==> src/rtl/txf_pkg.sv <==
package txf_pkg;

    localparam logic [7:0]  PRE_BYTE = 8'h55;
    localparam logic [7:0]  SFD_BYTE = 8'hD5;
    localparam logic [31:0] CRC_POLY = 32'hEDB88320;
    localparam logic [31:0] CRC_SEED = 32'hFFFF_FFFF;
    localparam int          FCS_LEN  = 4;

    typedef enum logic [2:0] {
        ST_IDLE,
        ST_PRE,
        ST_DATA,
        ST_PAD,
        ST_FCS
    } txf_state_e;

    // mode encoding: 00 pass, 01 append CRC, 1x pad then CRC
    function automatic logic mode_adds_crc(input logic [1:0] m);
        return m != 2'b00;
    endfunction

    function automatic logic mode_pads(input logic [1:0] m);
        return m[1];
    endfunction

    // one byte of the reflected CRC-32 update
    function automatic logic [31:0] crc_next(input logic [31:0] c, input logic [7:0] b);
        logic [31:0] r;
        r = c ^ {24'h0, b};
        for (int k = 0; k < 8; k++) begin
            r = r[0] ? ((r >> 1) ^ CRC_POLY) : (r >> 1);
        end
        return r;
    endfunction

endpackage

==> src/rtl/txf_crc_acc.sv <==
module txf_crc_acc
    import txf_pkg::*;
#(
    parameter int SEL_W = 2
) (
    input  logic             clk,
    input  logic             rst_n,
    input  logic             init,
    input  logic             en,
    input  logic [7:0]       din,
    input  logic [SEL_W-1:0] sel,
    output logic [7:0]       fcs_byte
);

    logic [31:0] crc_q;
    logic [31:0] fcs_w;

    always_ff @(posedge clk) begin
        if (!rst_n) begin
            crc_q <= CRC_SEED;
        end else if (init) begin
            crc_q <= CRC_SEED;
        end else if (en) begin
            crc_q <= crc_next(crc_q, din);
        end
    end

    assign fcs_w    = ~crc_q;
    assign fcs_byte = fcs_w[8*sel +: 8];

endmodule

==> src/rtl/txf_len_sel.sv <==
module txf_len_sel #(
    parameter int PRE_W    = 4,
    parameter int PRE_DFLT = 7
) (
    input  logic [PRE_W-1:0] raw_len,
    output logic [PRE_W-1:0] eff_len
);

    localparam logic [PRE_W-1:0] DFLT = PRE_W'(PRE_DFLT);

    always_comb begin
        eff_len = (raw_len == '0) ? DFLT : raw_len;
    end

endmodule

==> src/rtl/txf_framer.sv <==
module txf_framer
    import txf_pkg::*;
#(
    parameter int PRE_W     = 4,
    parameter int PRE_DFLT  = 7,
    parameter int MIN_FRAME = 64
) (
    input  logic             clk,
    input  logic             rst_n,
    input  logic [1:0]       cfg_mode,
    input  logic [PRE_W-1:0] cfg_pre_len,
    input  logic             pkt_ovr_en,
    input  logic [1:0]       pkt_ovr_mode,
    input  logic             in_valid,
    input  logic             in_sof,
    input  logic             in_eof,
    input  logic [7:0]       in_data,
    output logic             in_ready,
    output logic             out_valid,
    output logic [7:0]       out_data
);

    localparam int             PAD_TO  = MIN_FRAME - FCS_LEN;
    localparam int             LEN_W   = $clog2(PAD_TO + 1);
    localparam int             SEL_W   = $clog2(FCS_LEN);
    localparam logic [LEN_W-1:0] LAST_PAD = LEN_W'(PAD_TO - 1);
    localparam logic [LEN_W-1:0] LEN_SAT  = LEN_W'(PAD_TO);
    localparam logic [SEL_W-1:0] LAST_FCS = SEL_W'(FCS_LEN - 1);

    txf_state_e       st_q, st_d;
    logic [1:0]       mode_q;
    logic [PRE_W-1:0] pre_len_q;
    logic [PRE_W-1:0] pre_cnt_q;
    logic [LEN_W-1:0] len_q;
    logic [SEL_W-1:0] fcs_idx_q;

    logic [PRE_W-1:0] pre_len_eff;
    logic [1:0]       mode_sel;
    logic             start;

    logic             crc_init, crc_en;
    logic [7:0]       crc_din;
    logic [7:0]       fcs_byte;

    logic             ov_d;
    logic [7:0]       od_d;

    txf_len_sel #(
        .PRE_W    (PRE_W),
        .PRE_DFLT (PRE_DFLT)
    ) u_len_sel (
        .raw_len (cfg_pre_len),
        .eff_len (pre_len_eff)
    );

    txf_crc_acc #(
        .SEL_W (SEL_W)
    ) u_crc (
        .clk      (clk),
        .rst_n    (rst_n),
        .init     (crc_init),
        .en       (crc_en),
        .din      (crc_din),
        .sel      (fcs_idx_q),
        .fcs_byte (fcs_byte)
    );

    assign mode_sel = pkt_ovr_en ? pkt_ovr_mode : cfg_mode;
    assign start    = in_valid && in_sof;
    assign in_ready = (st_q == ST_DATA);

    // state register with its per-state counters and frame captures
    always_ff @(posedge clk) begin
        if (!rst_n) begin
            st_q      <= ST_IDLE;
            mode_q    <= 2'b00;
            pre_len_q <= PRE_W'(PRE_DFLT);
            pre_cnt_q <= '0;
            len_q     <= '0;
            fcs_idx_q <= '0;
        end else begin
            st_q <= st_d;
            unique case (st_q)
                ST_IDLE: begin
                    if (start) begin
                        mode_q    <= mode_sel;
                        pre_len_q <= pre_len_eff;
                        pre_cnt_q <= PRE_W'(1);
                    end
                end
                ST_PRE: begin
                    if (pre_cnt_q < pre_len_q) begin
                        pre_cnt_q <= pre_cnt_q + 1'b1;
                    end
                    len_q     <= '0;
                    fcs_idx_q <= '0;
                end
                ST_DATA: begin
                    if (in_valid && (len_q != LEN_SAT)) begin
                        len_q <= len_q + 1'b1;
                    end
                end
                ST_PAD: begin
                    len_q <= len_q + 1'b1;
                end
                ST_FCS: begin
                    fcs_idx_q <= fcs_idx_q + 1'b1;
                end
                default: begin
                    len_q <= '0;
                end
            endcase
        end
    end

    // next state and the byte to emit
    always_comb begin
        st_d     = st_q;
        ov_d     = 1'b0;
        od_d     = 8'h00;
        crc_init = 1'b0;
        crc_en   = 1'b0;
        crc_din  = in_data;
        unique case (st_q)
            ST_IDLE: begin
                if (start) begin
                    ov_d = 1'b1;
                    od_d = PRE_BYTE;
                    st_d = ST_PRE;
                end
            end
            ST_PRE: begin
                ov_d = 1'b1;
                if (pre_cnt_q < pre_len_q) begin
                    od_d = PRE_BYTE;
                end else begin
                    od_d     = SFD_BYTE;
                    crc_init = 1'b1;
                    st_d     = ST_DATA;
                end
            end
            ST_DATA: begin
                if (in_valid) begin
                    ov_d   = 1'b1;
                    od_d   = in_data;
                    crc_en = 1'b1;
                    if (in_eof) begin
                        if (!mode_adds_crc(mode_q)) begin
                            st_d = ST_IDLE;
                        end else if (mode_pads(mode_q) && (len_q < LAST_PAD)) begin
                            st_d = ST_PAD;
                        end else begin
                            st_d = ST_FCS;
                        end
                    end
                end
            end
            ST_PAD: begin
                ov_d    = 1'b1;
                od_d    = 8'h00;
                crc_en  = 1'b1;
                crc_din = 8'h00;
                if (len_q == LAST_PAD) begin
                    st_d = ST_FCS;
                end
            end
            ST_FCS: begin
                ov_d = 1'b1;
                od_d = fcs_byte;
                if (fcs_idx_q == LAST_FCS) begin
                    st_d = ST_IDLE;
                end
            end
            default: begin
                st_d = ST_IDLE;
            end
        endcase
    end

    // registered output byte
    always_ff @(posedge clk) begin
        if (!rst_n) begin
            out_valid <= 1'b0;
            out_data  <= 8'h00;
        end else begin
            out_valid <= ov_d;
            out_data  <= od_d;
        end
    end

endmodule

==> config.mk <==
export PLATFORM = sky130hd
export DESIGN_NAME = txf_framer
export DESIGN_NICKNAME = d
export VERILOG_FILES = /design/src/rtl/txf_pkg.sv /design/src/rtl/txf_crc_acc.sv /design/src/rtl/txf_len_sel.sv /design/src/rtl/txf_framer.sv
export SDC_FILE = /design/constraint.sdc
export NUM_CORES = 1
export LEC_CHECK = 0
export ABC_AREA = 1
export BUFFER_PORTS_ARGS = -buffer_cell sky130_fd_sc_hd__buf_4
export CORE_ASPECT_RATIO = 1.2
export CORE_MARGIN = 8
export CORE_UTILIZATION = 45
export DETAILED_ROUTE_END_ITERATION = 16
export GPL_ROUTABILITY_DRIVEN = 0
export HOLD_SLACK_MARGIN = 0.02
export PLACE_DENSITY = 0.63
export SYNTH_ARGS = -nofsm -noshare
export SYNTH_HDL_FRONTEND = slang
export SYNTH_SLANG_ARGS = --single-unit
==> constraint.sdc <==
create_clock -name clk -period 1.9 [get_ports clk]
set_input_delay 0.475 -clock clk [delete_from_list [all_inputs] [get_ports clk]]
set_output_delay 0.475 -clock clk [all_outputs]
set_load 0.02 [all_outputs]
# Word-level counts from Yosys, hierarchy flattened
# Cells that the tools add are included.
word_totals:
  ff_bits: 62
  inputBits: 22
  output_inout_bits: 10
  word_cells: 93
op_classes:
  n_addsub: 3
  order_cmp: 2
  n_eq_ne: 15
  shift: 1
  muxes: 36
  n_bitwise: 12
  reduce_logical: 15
ops:
  columns: ["op", "count"]
  rows:
  - ["$mux 32", 8]
  - ["$not 13->14", 8]
  - ["$not 32->32", 1]
  - ["$pmux 8 s4", 1]
  - ["$shiftx 32x6->8", 1]
  - ["$xor 32x8->32", 1]
  - ["$mux 3", 8]
  - ["$mux 8", 3]
  - ["$pmux 6 s3", 1]
  - ["$pmux 3 s5", 1]
  - ["$ne 2x2->1 const B", 7]
  - ["$mux 4", 3]
  - ["$pmux 4 s2", 1]
  - ["$mux 7", 1]
  - ["$add 6x1->6 const B", 1]
  - ["$eq 3x2->1 const B", 2]
  - ["$eq 6x6->1 const B", 1]
  - ["$lt 6x6->1 const B", 1]
  - ["$mux 6", 1]
  - ["$ne 6x6->1 const B", 1]
  - ["$reduce_and 6->1", 1]
  - ["$reduce_bool 2->1", 3]
  - ["$add 4x1->4 const B", 1]
  - ["$logic_not 4->1", 1]
  - ["other kinds (18)", 26]

# Longest topological paths before layout
# Gate-level depths: netlist of run 1.
logic_depth:
  depth_word: 19
  mapped_depth: 15
  mapped_depth_nobuf: 14

# By module
# A second synthesis of run 1 with hierarchy kept.
unflattened:
  cells_unflattened: 645
  area_unflattened_um2: 4152.7
modules_own_cells:
  columns: ["module", "instances", "cells_each", "area_per_inst_um2", "seq_area_each_um2"]
  rows:
  - ["txf_crc_acc", 1, 403, 2471.1, 640.6]
  - ["txf_framer", 1, 232, 1644.1, 600.6]
  - ["txf_len_sel", 1, 10, 37.5, 0.0]

# Worst setup path after synthesis of run 1
# OpenSTA, ideal clock, no wires.
synth_path:
  path_type: "register to register"
  startpoint: "register st_q[1]"
  endpoint: "register u_crc.crc_q[15]"
  setup_time_ns: 0.123
  arrival_ns: 1.741
  required_ns: 1.777
  slack_ns: 0.036
  path_stages_with_launch: 10
  n_path_buf: 2
  synth_period_minus_slack_ns: 1.864
  path_cell_list: "dfxtp_1 inv_1 nor3_2 inv_2 nor2_4 nor2_1 buf_2 buf_2 a21oi_1 o21ai_0"
synth_via:
  elab_cells_between_ends: 20
  cone_classes: "eq/ne: 3; mux: 11; bitwise: 5; reduce/logical: 1"
synth_rtl:
  columns: ["item", "line_no", "source"]
  rows:
  - ["from (decl)", "txf_framer.sv:30", "txf_state_e st_q, st_d;"]
  - ["from (signal assigned)", "txf_framer.sv:82", "st_q <= st_d;"]
  - ["$eq 3x2->1", null, null]
  - ["via in_ready", "txf_framer.sv:18", "output logic in_ready,"]
  - ["$pmux 1 s2", "txf_framer.sv:124", "unique case (st_q)"]
  - ["to (signal assigned)", "txf_crc_acc.sv:24", "crc_q <= crc_next(crc_q, din);"]
  - ["to (decl)", "txf_crc_acc.sv:15", "logic [31:0] crc_q;"]
# The timed path passes the listed nets, and every way through them passes these cells.
# A chain may end at the register's enable or synchronous reset.

# Worst setup path in the final report of run 1
layout_path:
  startpoint: "register st_q[1]"
  endpoint: "output port in_ready"
layout_via:
  elab_chain_len: 1
layout_lines:
  columns: ["item", "line_no", "source"]
  rows:
  - ["$eq 3x2->1", "txf_framer.sv:70", "assign in_ready = (st_q == ST_DATA);"]
  - ["to (decl)", "txf_framer.sv:18", null]
# No other way between the ends.

==> results of run 1 <==
routing by layer:
layer,GRT usage,part of all wire,routed length (um)
met5,0,0,0
met4,0.127,0.043,546
met3,0.0396,0.065,819
met2,0.343,0.49,6190
met1,0.233,0.40,5040
flip-flops by register name, summed over array words and instances (netlist names):
name	count
fcs_idx_q	2
len_q	6
mode_q	2
out_data	8
out_valid	1
pre_cnt_q	4
pre_len_q	4
st_q	3
u_crc.crc_q	32
synthesized netlist by cell type:
| library cell | count | area share |
|---|---|---|
| xor2_2 | 6 | 0.025 |
| a21oi_1 | 53 | 0.068 |
| buf_2 | 8 | 0.010 |
| o21ai_0 | 29 | 0.037 |
| dfxtp_1 | 62 | 0.32 |
| a31oi_1 | 3 | 0.0048 |
| nand3_2 | 1 | 0.0026 |
| nand2_4 | 2 | 0.0058 |
| clkinv_1 | 5 | 0.0048 |
| nand3_1 | 54 | 0.069 |
| mux2i_1 | 2 | 0.0051 |
| nand2_2 | 7 | 0.011 |
| o21ai_1 | 7 | 0.0090 |
| buf_6 | 1 | 0.0029 |
| nand4_1 | 1 | 0.0016 |
| inv_1 | 55 | 0.053 |
| clkbuf_1 | 6 | 0.0058 |
| nand2_1 | 173 | 0.17 |
| xnor2_1 | 3 | 0.0067 |
| o211ai_1 | 18 | 0.035 |
| a211oi_1 | 6 | 0.012 |
| xor2_4 | 1 | 0.0070 |
| buf_4 | 2 | 0.0038 |
| nor2_4 | 1 | 0.0029 |
| xor2_1 | 18 | 0.040 |
| inv_2 | 4 | 0.0038 |
| nor2_1 | 32 | 0.031 |
| a21boi_0 | 1 | 0.0019 |
| nor3_2 | 1 | 0.0026 |
| ha_1 | 7 | 0.022 |
| o221ai_1 | 5 | 0.011 |
| and3_1 | 1 | 0.0016 |
| a32oi_1 | 3 | 0.0067 |
| nor4_1 | 2 | 0.0032 |
| nor3_1 | 8 | 0.010 |
worst paths after layout:
| check | start | endpoint | slack, ns | cells past startpoint |
|---|---|---|---|---|
| hold / removal | in_data[3] | out_data[3]$_SDFF_PN0_ | 0.39 | 3 |
| setup reg to reg | st_q[0]$_SDFFE_PN0P_ | u_crc.crc_q[15]$_SDFFE_PP1P_ | 0.07 | 9 |
| hold reg to reg | pre_len_q[3]$_SDFFE_PN0P_ | pre_len_q[3]$_SDFFE_PN0P_ | 0.46 | 2 |
| setup / recovery | st_q[1]$_SDFFE_PN0P_ | in_ready | 0.06 | 5 |
through the flow:
stage | area [sq um] | total power, mW
after global routing | 5090 | 5.84
final | 5090 | 5.48
after global placement | 4590 | 4.03
after floorplan | 3910 | 3.17
after CTS | 4770 | 5.14
after detailed placement | 4590 | 4.07
cell families (layout without fill, tap and decap cells):
family,after synthesis,count (layout)
xor+xnor,28,28
buf+inv,81,165
flops,62,62
mux,2,2
fa+ha+maj,7,7
compound gates,125,125
simple gates,283,283
final cells by class:
type,count,area share
Tap cell,117,0.0288
Clock inverter,1,0.000983
Inverter,64,0.0479
Sequential cell,62,0.245
Multi-Input combinational cell,445,0.498
Clock buffer,14,0.0319
Timing Repair Buffer,86,0.147
timing repair:
item | in CTS | in global routing
setup endpoints to repair | 8 | 37
buffers inserted | 0 | 10
cloned | 0 | 2
pin swaps | 0 | 9
gates resized for setup | 2 | 49
worst max-delay path, stage by stage (launching register included):
cell     delay [ns]
dfxtp_2        0.35
buf_4          0.13
inv_1          0.06
nor3_2         0.16
buf_4          0.16
buf_4          0.14
report_power, final:
group	internal, mW	switching [mW]
registers	1.50	0.150
logic	1.12	1.66
clock network	0.537	0.514
total	3.15	2.33
==> impl_metrics.xml, run 1 <==
<?xml version="1.0" encoding="UTF-8"?>
<metrics>
  <group name="layout">
    <metric name="final_common_cell" unit="">nand2_1</metric>
    <metric name="layout_common_cells" unit="">155 x nand2_1, 77 x buf_4, 59 x dfxtp_1, 54 x nand3_1</metric>
    <metric name="utilization" unit="">0.598</metric>
    <metric name="area_growth" unit="%">30.2</metric>
    <metric name="antenna_cells_inserted" unit="">0</metric>
    <metric name="final_nets" unit="">697</metric>
    <metric name="fraction_of_layout_instances_using_a_drive_strength_above_1" unit="">0.234</metric>
    <metric name="fillers" unit="">823</metric>
    <metric name="final_cells" unit="">789</metric>
    <metric name="register_area" unit="sq mm">0.00125</metric>
    <metric name="multiInputGateArea" unit="sq mm">0.00253</metric>
  </group>
  <group name="timing">
    <metric name="worst_slew_pin_slew" unit="ns">0.407</metric>
    <metric name="finalHoldViolCount" unit="">0</metric>
    <metric name="fin_worst_hold_slack" unit="ns">0.390</metric>
    <metric name="finalClockSkew" unit="ns">0.0132</metric>
    <metric name="setup_total_negative_slack" unit="ns">0</metric>
    <metric name="final-max-slew-violation-count" unit="">0</metric>
    <metric name="finalCriticalPeriod" unit="ns">1.84</metric>
    <metric name="max_slew_margin" unit="">0.726</metric>
    <metric name="post-route-period-util" unit="">0.969</metric>
    <metric name="grt_setup_unrepaired" unit="">yes</metric>
    <metric name="final_critical_path_setup_slack" unit="ns">0.0583</metric>
    <metric name="timing.final.setup_violations" unit="">0</metric>
    <metric name="fmax" unit="MHz">543</metric>
  </group>
  <group name="synth">
    <metric name="ys_seq_elements" unit="">62</metric>
    <metric name="synth_fp_nets" unit="">617</metric>
    <metric name="synth_cell_types" unit="">35</metric>
    <metric name="synth-compound-area-share" unit="">0.185</metric>
    <metric name="synth_fa_ha_area_frac" unit="">0.0224</metric>
    <metric name="syn_area" unit="sq mm">0.00391</metric>
    <metric name="largest_family_of_logic_cells_by_synthesized_area" unit="">simple AND/OR/NAND/NOR gates</metric>
    <metric name="yosysSeqAreaShare" unit="">0.317</metric>
    <metric name="synth_xor_xnor_area_share" unit="">0.0790</metric>
    <metric name="synth_cells" unit="">588</metric>
    <metric name="ys_warn_count" unit="">0</metric>
    <metric name="yosys.area_share.simple" unit="">0.307</metric>
    <metric name="synth_mux_area_frac" unit="">0.00512</metric>
    <metric name="avgSynthCellArea" unit="sq um">6.65</metric>
  </group>
  <group name="global_routing">
    <metric name="grt_first_pass_wirelength" unit="mm">19.2</metric>
    <metric name="number_of_antenna_violations_at_the_first_check_in_global_routing" unit="">0</metric>
    <metric name="overflow" unit="">0</metric>
    <metric name="via_count_of_the_first_global_routing_pass" unit="">3901</metric>
    <metric name="grt_start_max_net_pins" unit="">29</metric>
    <metric name="grtUsageTotal" unit="">0.205</metric>
  </group>
  <group name="cts">
    <metric name="number_of_buffers_inserted_during_clock_tree_synthesis" unit="">9</metric>
    <metric name="clock_tree_from_tritoncts" unit="">built</metric>
    <metric name="postCtsHoldBufs" unit="">0</metric>
    <metric name="tritoncts_num_sinks" unit="">62</metric>
    <metric name="cts-root-buf" unit="">clkbuf_8</metric>
    <metric name="clk_pin_slew_worst_paths" unit="ns">0.06</metric>
    <metric name="cts-htree-levels" unit="">3</metric>
    <metric name="ctsLongestPathBuffers" unit="">2</metric>
    <metric name="clk_latency" unit="ns">0.36</metric>
  </group>
  <group name="critical_path">
    <metric name="startpoint_type" unit="">register</metric>
    <metric name="crit_required" unit="ns">1.42</metric>
    <metric name="critical_setup_path_kind" unit="">reg -&gt; out</metric>
    <metric name="worst_ep_arrival_time" unit="ns">1.37</metric>
    <metric name="path_max_fanout" unit="">4</metric>
    <metric name="crit_path_end_kind" unit="">output port</metric>
  </group>
  <group name="place">
    <metric name="setup_slack_placement" unit="ns">-0.118</metric>
    <metric name="placed_cells_incl_taps" unit="">762</metric>
    <metric name="placement.io_buffers" unit="">31</metric>
    <metric name="final_hpwl_from_detailed_placement" unit="mm">9.11</metric>
  </group>
  <group name="drt">
    <metric name="vias_per_cell" unit="">5.39</metric>
    <metric name="drc_errors" unit="">0</metric>
    <metric name="num_vias" unit="">4253</metric>
    <metric name="drtPass1Iterations" unit="">7</metric>
    <metric name="drt-initial-drc-count" unit="">326</metric>
    <metric name="wirelength" unit="mm">12.6</metric>
    <metric name="avgRoutedWirePerCell" unit="um">16.0</metric>
    <metric name="antenna_violating_nets_post_route" unit="">0</metric>
  </group>
  <group name="die">
    <metric name="die-area" unit="sq mm">0.0119</metric>
    <metric name="core" unit="sq mm">0.00852</metric>
    <metric name="initial_core_util" unit="">0.459</metric>
    <metric name="io_pins" unit="">32</metric>
    <metric name="dieWidth" unit="um">101</metric>
    <metric name="core.rowCount" unit="">37</metric>
    <metric name="floorplan.die.height" unit="um">118</metric>
  </group>
  <group name="worst_hold_path">
    <metric name="worst_hold_path_type" unit="">in -&gt; reg</metric>
  </group>
  <group name="job">
    <metric name="maxCapViolations" unit="">0</metric>
  </group>
  <group name="pwr">
    <metric name="leakage" unit="nW">2.40</metric>
    <metric name="cellPowerDensity" unit="mW/mm^2">1080</metric>
    <metric name="vdd_ir_drop_max" unit="mV">0.523</metric>
  </group>
  <group name="run_status">
    <metric name="run_status" unit="">completed</metric>
  </group>
</metrics>
(Power assumes the default switching activity.)
==> run 2: changes to the inputs <==
==> constraint.sdc (replaced) <==
create_clock -name clk -period 1.9 [get_ports clk]
set_input_delay 0.095 -clock clk [delete_from_list [all_inputs] [get_ports clk]]
set_output_delay 0.095 -clock clk [all_outputs]
set_load 0.02 [all_outputs]
==> impl_metrics.xml, run 2 (same netlist as run 1, synthesis figures left out) <==
<?xml version="1.0" encoding="UTF-8"?>
<metrics>
  <group name="run_status">
    <metric name="run_status" unit="">completed</metric>
  </group>
  <group name="layout">
    <metric name="largest_register_ffs" unit="">32</metric>
    <metric name="fraction_of_layout_instances_using_a_drive_strength_above_1" unit="">0.218</metric>
    <metric name="final_nets" unit="">699</metric>
    <metric name="biggestRegsByFlops" unit="">u_crc.crc_q x32, out_data x8, len_q x6</metric>
    <metric name="max_flop_register" unit="">u_crc.crc_q</metric>
    <metric name="utilization" unit="">0.595</metric>
    <metric name="final_common_cell" unit="">nand2_1</metric>
    <metric name="register_area" unit="sq mm">0.00124</metric>
    <metric name="area_growth" unit="%">29.6</metric>
    <metric name="fillers" unit="">859</metric>
    <metric name="multiInputGateArea" unit="sq mm">0.00253</metric>
    <metric name="layout_common_cells" unit="">158 x nand2_1, 77 x buf_4, 61 x dfxtp_1, 53 x nand3_1, 53 x a21oi_1</metric>
  </group>
  <group name="die">
    <metric name="floorplan.die.height" unit="um">118</metric>
    <metric name="dieWidth" unit="um">101</metric>
    <metric name="io_pins" unit="">32</metric>
    <metric name="core.rowCount" unit="">37</metric>
    <metric name="die-area" unit="sq mm">0.0119</metric>
    <metric name="initial_core_util" unit="">0.459</metric>
    <metric name="core" unit="sq mm">0.00852</metric>
  </group>
  <group name="timing">
    <metric name="finalHoldViolCount" unit="">0</metric>
    <metric name="grt_setup_unrepaired" unit="">yes</metric>
    <metric name="timing.final.setup_violations" unit="">0</metric>
    <metric name="finalClockSkew" unit="ns">0.00864</metric>
    <metric name="post-route-period-util" unit="">0.960</metric>
    <metric name="fmax" unit="MHz">548</metric>
    <metric name="final-max-slew-violation-count" unit="">0</metric>
    <metric name="setup_total_negative_slack" unit="ns">0</metric>
    <metric name="worst_slew_pin_slew" unit="ns">0.500</metric>
    <metric name="max_slew_margin" unit="">0.665</metric>
    <metric name="finalCriticalPeriod" unit="ns">1.82</metric>
  </group>
  <group name="drt">
    <metric name="drtPass1Iterations" unit="">5</metric>
    <metric name="antenna_violating_nets_post_route" unit="">0</metric>
    <metric name="num_vias" unit="">4184</metric>
    <metric name="drt-initial-drc-count" unit="">299</metric>
    <metric name="vias_per_cell" unit="">5.29</metric>
    <metric name="wirelength" unit="mm">12.1</metric>
    <metric name="drc_errors" unit="">0</metric>
    <metric name="avgRoutedWirePerCell" unit="um">15.3</metric>
  </group>
  <group name="place">
    <metric name="placement.io_buffers" unit="">31</metric>
    <metric name="final_hpwl_from_detailed_placement" unit="mm">8.92</metric>
  </group>
  <group name="cts">
    <metric name="clk_pin_slew_worst_paths" unit="ns">0.06</metric>
    <metric name="clk_latency" unit="ns">0.35</metric>
    <metric name="cts-htree-levels" unit="">3</metric>
    <metric name="cts-root-buf" unit="">clkbuf_8</metric>
    <metric name="tritoncts_num_sinks" unit="">62</metric>
    <metric name="clock_tree_from_tritoncts" unit="">built</metric>
    <metric name="ctsLongestPathBuffers" unit="">2</metric>
    <metric name="number_of_buffers_inserted_during_clock_tree_synthesis" unit="">9</metric>
  </group>
  <group name="pwr">
    <metric name="vdd_ir_drop_max" unit="mV">0.463</metric>
    <metric name="cellPowerDensity" unit="mW/mm^2">1060</metric>
    <metric name="leakage" unit="nW">2.39</metric>
  </group>
  <group name="critical_path">
    <metric name="startpoint_type" unit="">register</metric>
    <metric name="crit_path_end_kind" unit="">register</metric>
    <metric name="worst_ep_arrival_time" unit="ns">2.04</metric>
    <metric name="path_max_fanout" unit="">13</metric>
    <metric name="critical_setup_path_kind" unit="">reg -&gt; reg</metric>
    <metric name="worst-r2r-cell-count" unit="">10</metric>
    <metric name="crit_required" unit="ns">2.11</metric>
  </group>
  <group name="global_routing">
    <metric name="number_of_antenna_violations_at_the_first_check_in_global_routing" unit="">1</metric>
    <metric name="grt_start_max_net_pins" unit="">29</metric>
    <metric name="via_count_of_the_first_global_routing_pass" unit="">3942</metric>
    <metric name="grt_first_pass_wirelength" unit="mm">19.2</metric>
    <metric name="grtUsageTotal" unit="">0.203</metric>
    <metric name="overflow" unit="">0</metric>
  </group>
  <group name="worst_hold_path">
    <metric name="hold_path_depth" unit="">3</metric>
    <metric name="worst_hold_path_type" unit="">in -&gt; reg</metric>
  </group>
  <group name="job">
    <metric name="maxCapViolations" unit="">0</metric>
  </group>
</metrics>
## run 2: cell types whose count changed in the layout (fill, tap and decap cells not counted), sizes merged
cell	delta
inv	-1
clkinvlp	+1
dlygate4sd3	+5
clkbuf	-3
diode	+1
buf	-2
clkinv	+1
## run 2: stage by stage
step                setup WS [ns]  cell area (sq um)  power (mW)  std cells  hold slack, ns
finish                     0.0766               5070        5.39        791          0.0336
global route              -0.0190               5070        5.79        791          0.0448
CTS                        0.0205               4820        5.09        782          0.0205
floorplan                  0.0355               3910        3.17        588           0.228
detailed placement        -0.0109               4580        4.05        762           0.362
global placement           0.0341               4580        4.01        762           0.358
## run 2: where the power goes
part | total [mW] | internal (mW) | leakage, nW | switching, mW
clock | 0.990 | 0.491 | 0.0821 | 0.500
combinational | 2.76 | 1.11 | 1.80 | 1.64
sequential | 1.64 | 1.50 | 0.505 | 0.142
## run 2: critical path: stages (launching register included)
cell	delay (ns)
dfxtp_1	0.34
buf_4	0.15
inv_1	0.09
nor3_2	0.06
inv_2	0.08
nor2_4	0.04
nor2_2	0.10
clkinv_1	0.33
buf_4	0.33
nand2_1	0.07
o221ai_1	0.09
## run 2: per-layer routing
metal | routed length, um | track usage
met5 | 0 | 0
met4 | 363 | 0.103
met3 | 705 | 0.0414
met2 | 6090 | 0.348
met1 | 4920 | 0.230
## run 2: final cells by class
type | count | area share
multi-input cells | 445 | 0.499
repair buffers | 88 | 0.147
flip-flops and latches | 62 | 0.245
clock buffers | 12 | 0.0286
diodes | 1 | 0.000494
well taps | 117 | 0.0289
inverters | 64 | 0.0489
clock inverters | 2 | 0.00197
## run 2: final timing paths
check                                                from                     endpoint  slack, ns
worst min register to register  pre_len_q[3]$_SDFFE_PN0P_    pre_len_q[3]$_SDFFE_PN0P_       0.46
worst max register to register       st_q[1]$_SDFFE_PN0P_  u_crc.crc_q[0]$_SDFFE_PP1P_       0.08
worst min-delay path                       cfg_pre_len[2]    pre_len_q[2]$_SDFFE_PN1P_       0.03
worst max-delay path                 st_q[1]$_SDFFE_PN0P_  u_crc.crc_q[0]$_SDFFE_PP1P_       0.08
## run 2: what timing repair did
item / 4_1_cts / 5_1_grt
cloned: 0 / 1
hold buffers: 5 / 0
buffers inserted: 1 / 7
endpoints found under the setup margin: 3 / 36
resized for setup: 3 / 40
hold endpoints to repair: 5 / 0
pin swaps: 0 / 8
==> run 3: changes to the inputs <==
--- a/config.mk
+++ b/config.mk
@@ -7,13 +7,13 @@
 export LEC_CHECK = 0
 export ABC_AREA = 1
 export BUFFER_PORTS_ARGS = -buffer_cell sky130_fd_sc_hd__buf_4
-export CORE_ASPECT_RATIO = 1.2
 export CORE_MARGIN = 8
-export CORE_UTILIZATION = 45
+export CORE_UTILIZATION = 60
 export DETAILED_ROUTE_END_ITERATION = 16
 export GPL_ROUTABILITY_DRIVEN = 0
 export HOLD_SLACK_MARGIN = 0.02
-export PLACE_DENSITY = 0.63
+export PLACE_DENSITY = 0.8
+export SLEW_MARGIN = 10
 export SYNTH_ARGS = -nofsm -noshare
 export SYNTH_HDL_FRONTEND = slang
 export SYNTH_SLANG_ARGS = --single-unit
==> impl_metrics.xml, run 3 (same netlist as run 1, synthesis figures left out) <==
<?xml version="1.0" encoding="UTF-8"?>
<metrics>
  <group name="die">
    <metric name="floorplan.die.height" unit="um">96.7</metric>
    <metric name="initial_core_util" unit="">0.620</metric>
    <metric name="dieWidth" unit="um">96.7</metric>
    <metric name="die-area" unit="sq mm">0.00936</metric>
    <metric name="core" unit="sq mm">0.00631</metric>
    <metric name="io_pins" unit="">32</metric>
    <metric name="core.rowCount" unit="">29</metric>
  </group>
  <group name="drt">
    <metric name="wirelength" unit="mm">13.2</metric>
    <metric name="antenna_violating_nets_post_route" unit="">0</metric>
    <metric name="drtPass1Iterations" unit="">5</metric>
    <metric name="drc_errors" unit="">0</metric>
    <metric name="avgRoutedWirePerCell" unit="um">17.5</metric>
    <metric name="vias_per_cell" unit="">6.11</metric>
    <metric name="drt-initial-drc-count" unit="">498</metric>
    <metric name="num_vias" unit="">4595</metric>
  </group>
  <group name="critical_path">
    <metric name="timing.rr.end" unit="">u_crc.crc_q[20]$_SDFFE_PP1P_</metric>
    <metric name="worst_r2r_startpoint" unit="">pre_len_q[1]$_SDFFE_PN1P_</metric>
    <metric name="worstPathCellList" unit="">inv_1 &gt; ha_1 &gt; a21boi_0 &gt; o211ai_1 &gt; nand2_1 &gt; nand2_1 &gt; nand2_2 &gt; buf_4 &gt; a21oi_1 &gt; nand3_1</metric>
    <metric name="crit_path_end_kind" unit="">register</metric>
    <metric name="startpoint_type" unit="">register</metric>
    <metric name="path_max_fanout" unit="">7</metric>
    <metric name="timing.critical_path.slowest_stage_cell" unit="">dfxtp_1</metric>
    <metric name="ff2ff_setup_slack" unit="ns">-0.06</metric>
    <metric name="cp_slowest_stage_delay" unit="ns">0.32</metric>
    <metric name="crit_path_cell_count" unit="">10</metric>
    <metric name="crit_buf_inv" unit="">2</metric>
    <metric name="critical_setup_path_kind" unit="">reg -&gt; reg</metric>
    <metric name="worst_ep_arrival_time" unit="ns">2.17</metric>
    <metric name="path_common_cell" unit="">nand2_1</metric>
    <metric name="crit_required" unit="ns">2.11</metric>
    <metric name="worst-r2r-cell-count" unit="">10</metric>
    <metric name="critPathTopFamily" unit="">compound AO/OA/AOI/OAI gates</metric>
  </group>
  <group name="global_routing">
    <metric name="grt_start_max_net_pins" unit="">28</metric>
    <metric name="overflow" unit="">0</metric>
    <metric name="grtUsageTotal" unit="">0.237</metric>
    <metric name="via_count_of_the_first_global_routing_pass" unit="">3918</metric>
    <metric name="grt_first_pass_wirelength" unit="mm">18.6</metric>
    <metric name="number_of_antenna_violations_at_the_first_check_in_global_routing" unit="">0</metric>
  </group>
  <group name="timing">
    <metric name="final_critical_path_setup_slack" unit="ns">-0.0607</metric>
    <metric name="worst_slew_pin_slew" unit="ns">0.367</metric>
    <metric name="finalHoldViolCount" unit="">0</metric>
    <metric name="grt_setup_unrepaired" unit="">yes</metric>
    <metric name="fin_worst_hold_slack" unit="ns">0.0318</metric>
    <metric name="max_slew_margin" unit="">0.753</metric>
    <metric name="finalClockSkew" unit="ns">0.00969</metric>
    <metric name="final-max-slew-violation-count" unit="">0</metric>
    <metric name="setup_total_negative_slack" unit="ns">-0.0828</metric>
    <metric name="post-route-period-util" unit="">1.03</metric>
    <metric name="timing.final.setup_violations" unit="">2</metric>
    <metric name="fmax" unit="MHz">510</metric>
    <metric name="finalCriticalPeriod" unit="ns">1.96</metric>
  </group>
  <group name="run_status">
    <metric name="run_status" unit="">finished with violations</metric>
    <metric name="failed_checks" unit="">negative setup slack</metric>
  </group>
  <group name="cts">
    <metric name="clk_latency" unit="ns">0.35</metric>
    <metric name="cts-root-buf" unit="">clkbuf_8</metric>
    <metric name="clock_tree_from_tritoncts" unit="">built</metric>
    <metric name="number_of_buffers_inserted_during_clock_tree_synthesis" unit="">9</metric>
    <metric name="cts-htree-levels" unit="">3</metric>
    <metric name="tritoncts_num_sinks" unit="">62</metric>
    <metric name="ctsLongestPathBuffers" unit="">2</metric>
    <metric name="clk_pin_slew_worst_paths" unit="ns">0.07</metric>
  </group>
  <group name="layout">
    <metric name="final_cells" unit="">752</metric>
    <metric name="utilization" unit="">0.811</metric>
    <metric name="largest_register_ffs" unit="">32</metric>
    <metric name="layout_common_cells" unit="">149 x nand2_1, 77 x buf_4, 61 x dfxtp_1, 53 x inv_1, 53 x nand3_1</metric>
    <metric name="biggestRegsByFlops" unit="">u_crc.crc_q x32, out_data x8, len_q x6</metric>
    <metric name="max_flop_register" unit="">u_crc.crc_q</metric>
    <metric name="antenna_cells_inserted" unit="">0</metric>
    <metric name="fraction_of_layout_instances_using_a_drive_strength_above_1" unit="">0.243</metric>
    <metric name="final_nets" unit="">699</metric>
    <metric name="area_growth" unit="%">30.9</metric>
    <metric name="final_common_cell" unit="">nand2_1</metric>
  </group>
  <group name="worst_hold_path">
    <metric name="hold_path_depth" unit="">3</metric>
    <metric name="timing.hold.worst.start" unit="">cfg_pre_len[2]</metric>
    <metric name="hold-path-endpoint" unit="">pre_len_q[2]$_SDFFE_PN1P_</metric>
    <metric name="worst_hold_path_type" unit="">in -&gt; reg</metric>
  </group>
  <group name="place">
    <metric name="setup_slack_placement" unit="ns">-0.0138</metric>
    <metric name="placed_cells_incl_taps" unit="">717</metric>
    <metric name="final_hpwl_from_detailed_placement" unit="mm">8.48</metric>
    <metric name="placement.io_buffers" unit="">31</metric>
  </group>
  <group name="pwr">
    <metric name="leakage" unit="nW">2.43</metric>
    <metric name="cellPowerDensity" unit="mW/mm^2">1140</metric>
    <metric name="vdd_ir_drop_max" unit="mV">0.905</metric>
  </group>
  <group name="job">
    <metric name="maxCapViolations" unit="">0</metric>
  </group>
</metrics>
## run 3: worst reg2reg max path, stage by stage, from the launching register on
cell and delay (ns):
dfxtp_1 0.32, inv_1 0.06, ha_1 0.29, a21boi_0 0.14, o211ai_1 0.22, nand2_1 0.10, nand2_1 0.10, nand2_2 0.10
buf_4 0.18, a21oi_1 0.18, nand3_1 0.14
## run 3: power breakdown
group,internal [mW],switching [mW]
logic,1.09,1.77
clock network,0.772,0.550
registers,1.50,0.166
total,3.35,2.49
## run 3: how the worst max path moves through the flow
stage                              start                           end
4_1_cts             st_q[2]$_SDFFE_PN0P_   u_crc.crc_q[8]$_SDFFE_PP1P_
3_5_place_dp        st_q[0]$_SDFFE_PN0P_  u_crc.crc_q[18]$_SDFFE_PP1P_
6_report       pre_len_q[1]$_SDFFE_PN1P_  u_crc.crc_q[20]$_SDFFE_PP1P_
2_1_floorplan       st_q[1]$_SDFFE_PN0P_  u_crc.crc_q[15]$_SDFFE_PP1P_
3_3_place_gp        st_q[1]$_SDFFE_PN0P_  u_crc.crc_q[24]$_SDFFE_PP1P_
5_1_grt        pre_len_q[1]$_SDFFE_PN1P_  u_crc.crc_q[20]$_SDFFE_PP1P_
## run 3: cell type report
type | count | area [sq um]
Multi-Input combinational cell | 445 | 2590
Fill cell | 414 | 1190
Sequential cell | 62 | 1240
Tap cell | 77 | 96.3
Inverter | 64 | 248
Clock buffer | 12 | 145
Clock inverter | 4 | 70.1
Timing Repair Buffer | 88 | 727
## run 3: timing repair
item                       CTS  global route
hold buffers                 5             0
gates cloned                 0             1
buffers inserted             0            13
pin swaps                    0            14
setup endpoints to repair    1            27
hold endpoints to repair     5             0
gates resized for setup      1            62
## run 3: through the flow
step / power [mW] / area (sq um)
floorplan: 3.17 / 3910
global route: 6.14 / 5120
detailed placement: 3.94 / 4450
global placement: 3.87 / 4450
CTS: 5.25 / 4720
finish: 5.84 / 5120
## run 3: metal layers
| layer | vias to the layer above | global-route usage | wire length (um) |
|---|---|---|---|
| met5 | - | 0 | 0 |
| met3 | 76 | 0.0455 | 1120 |
| met4 | 0 | 0.134 | 662 |
| met1 | 2097 | 0.279 | 5170 |
| met2 | 311 | 0.393 | 6220 |
| li1 | 2111 | - | - |
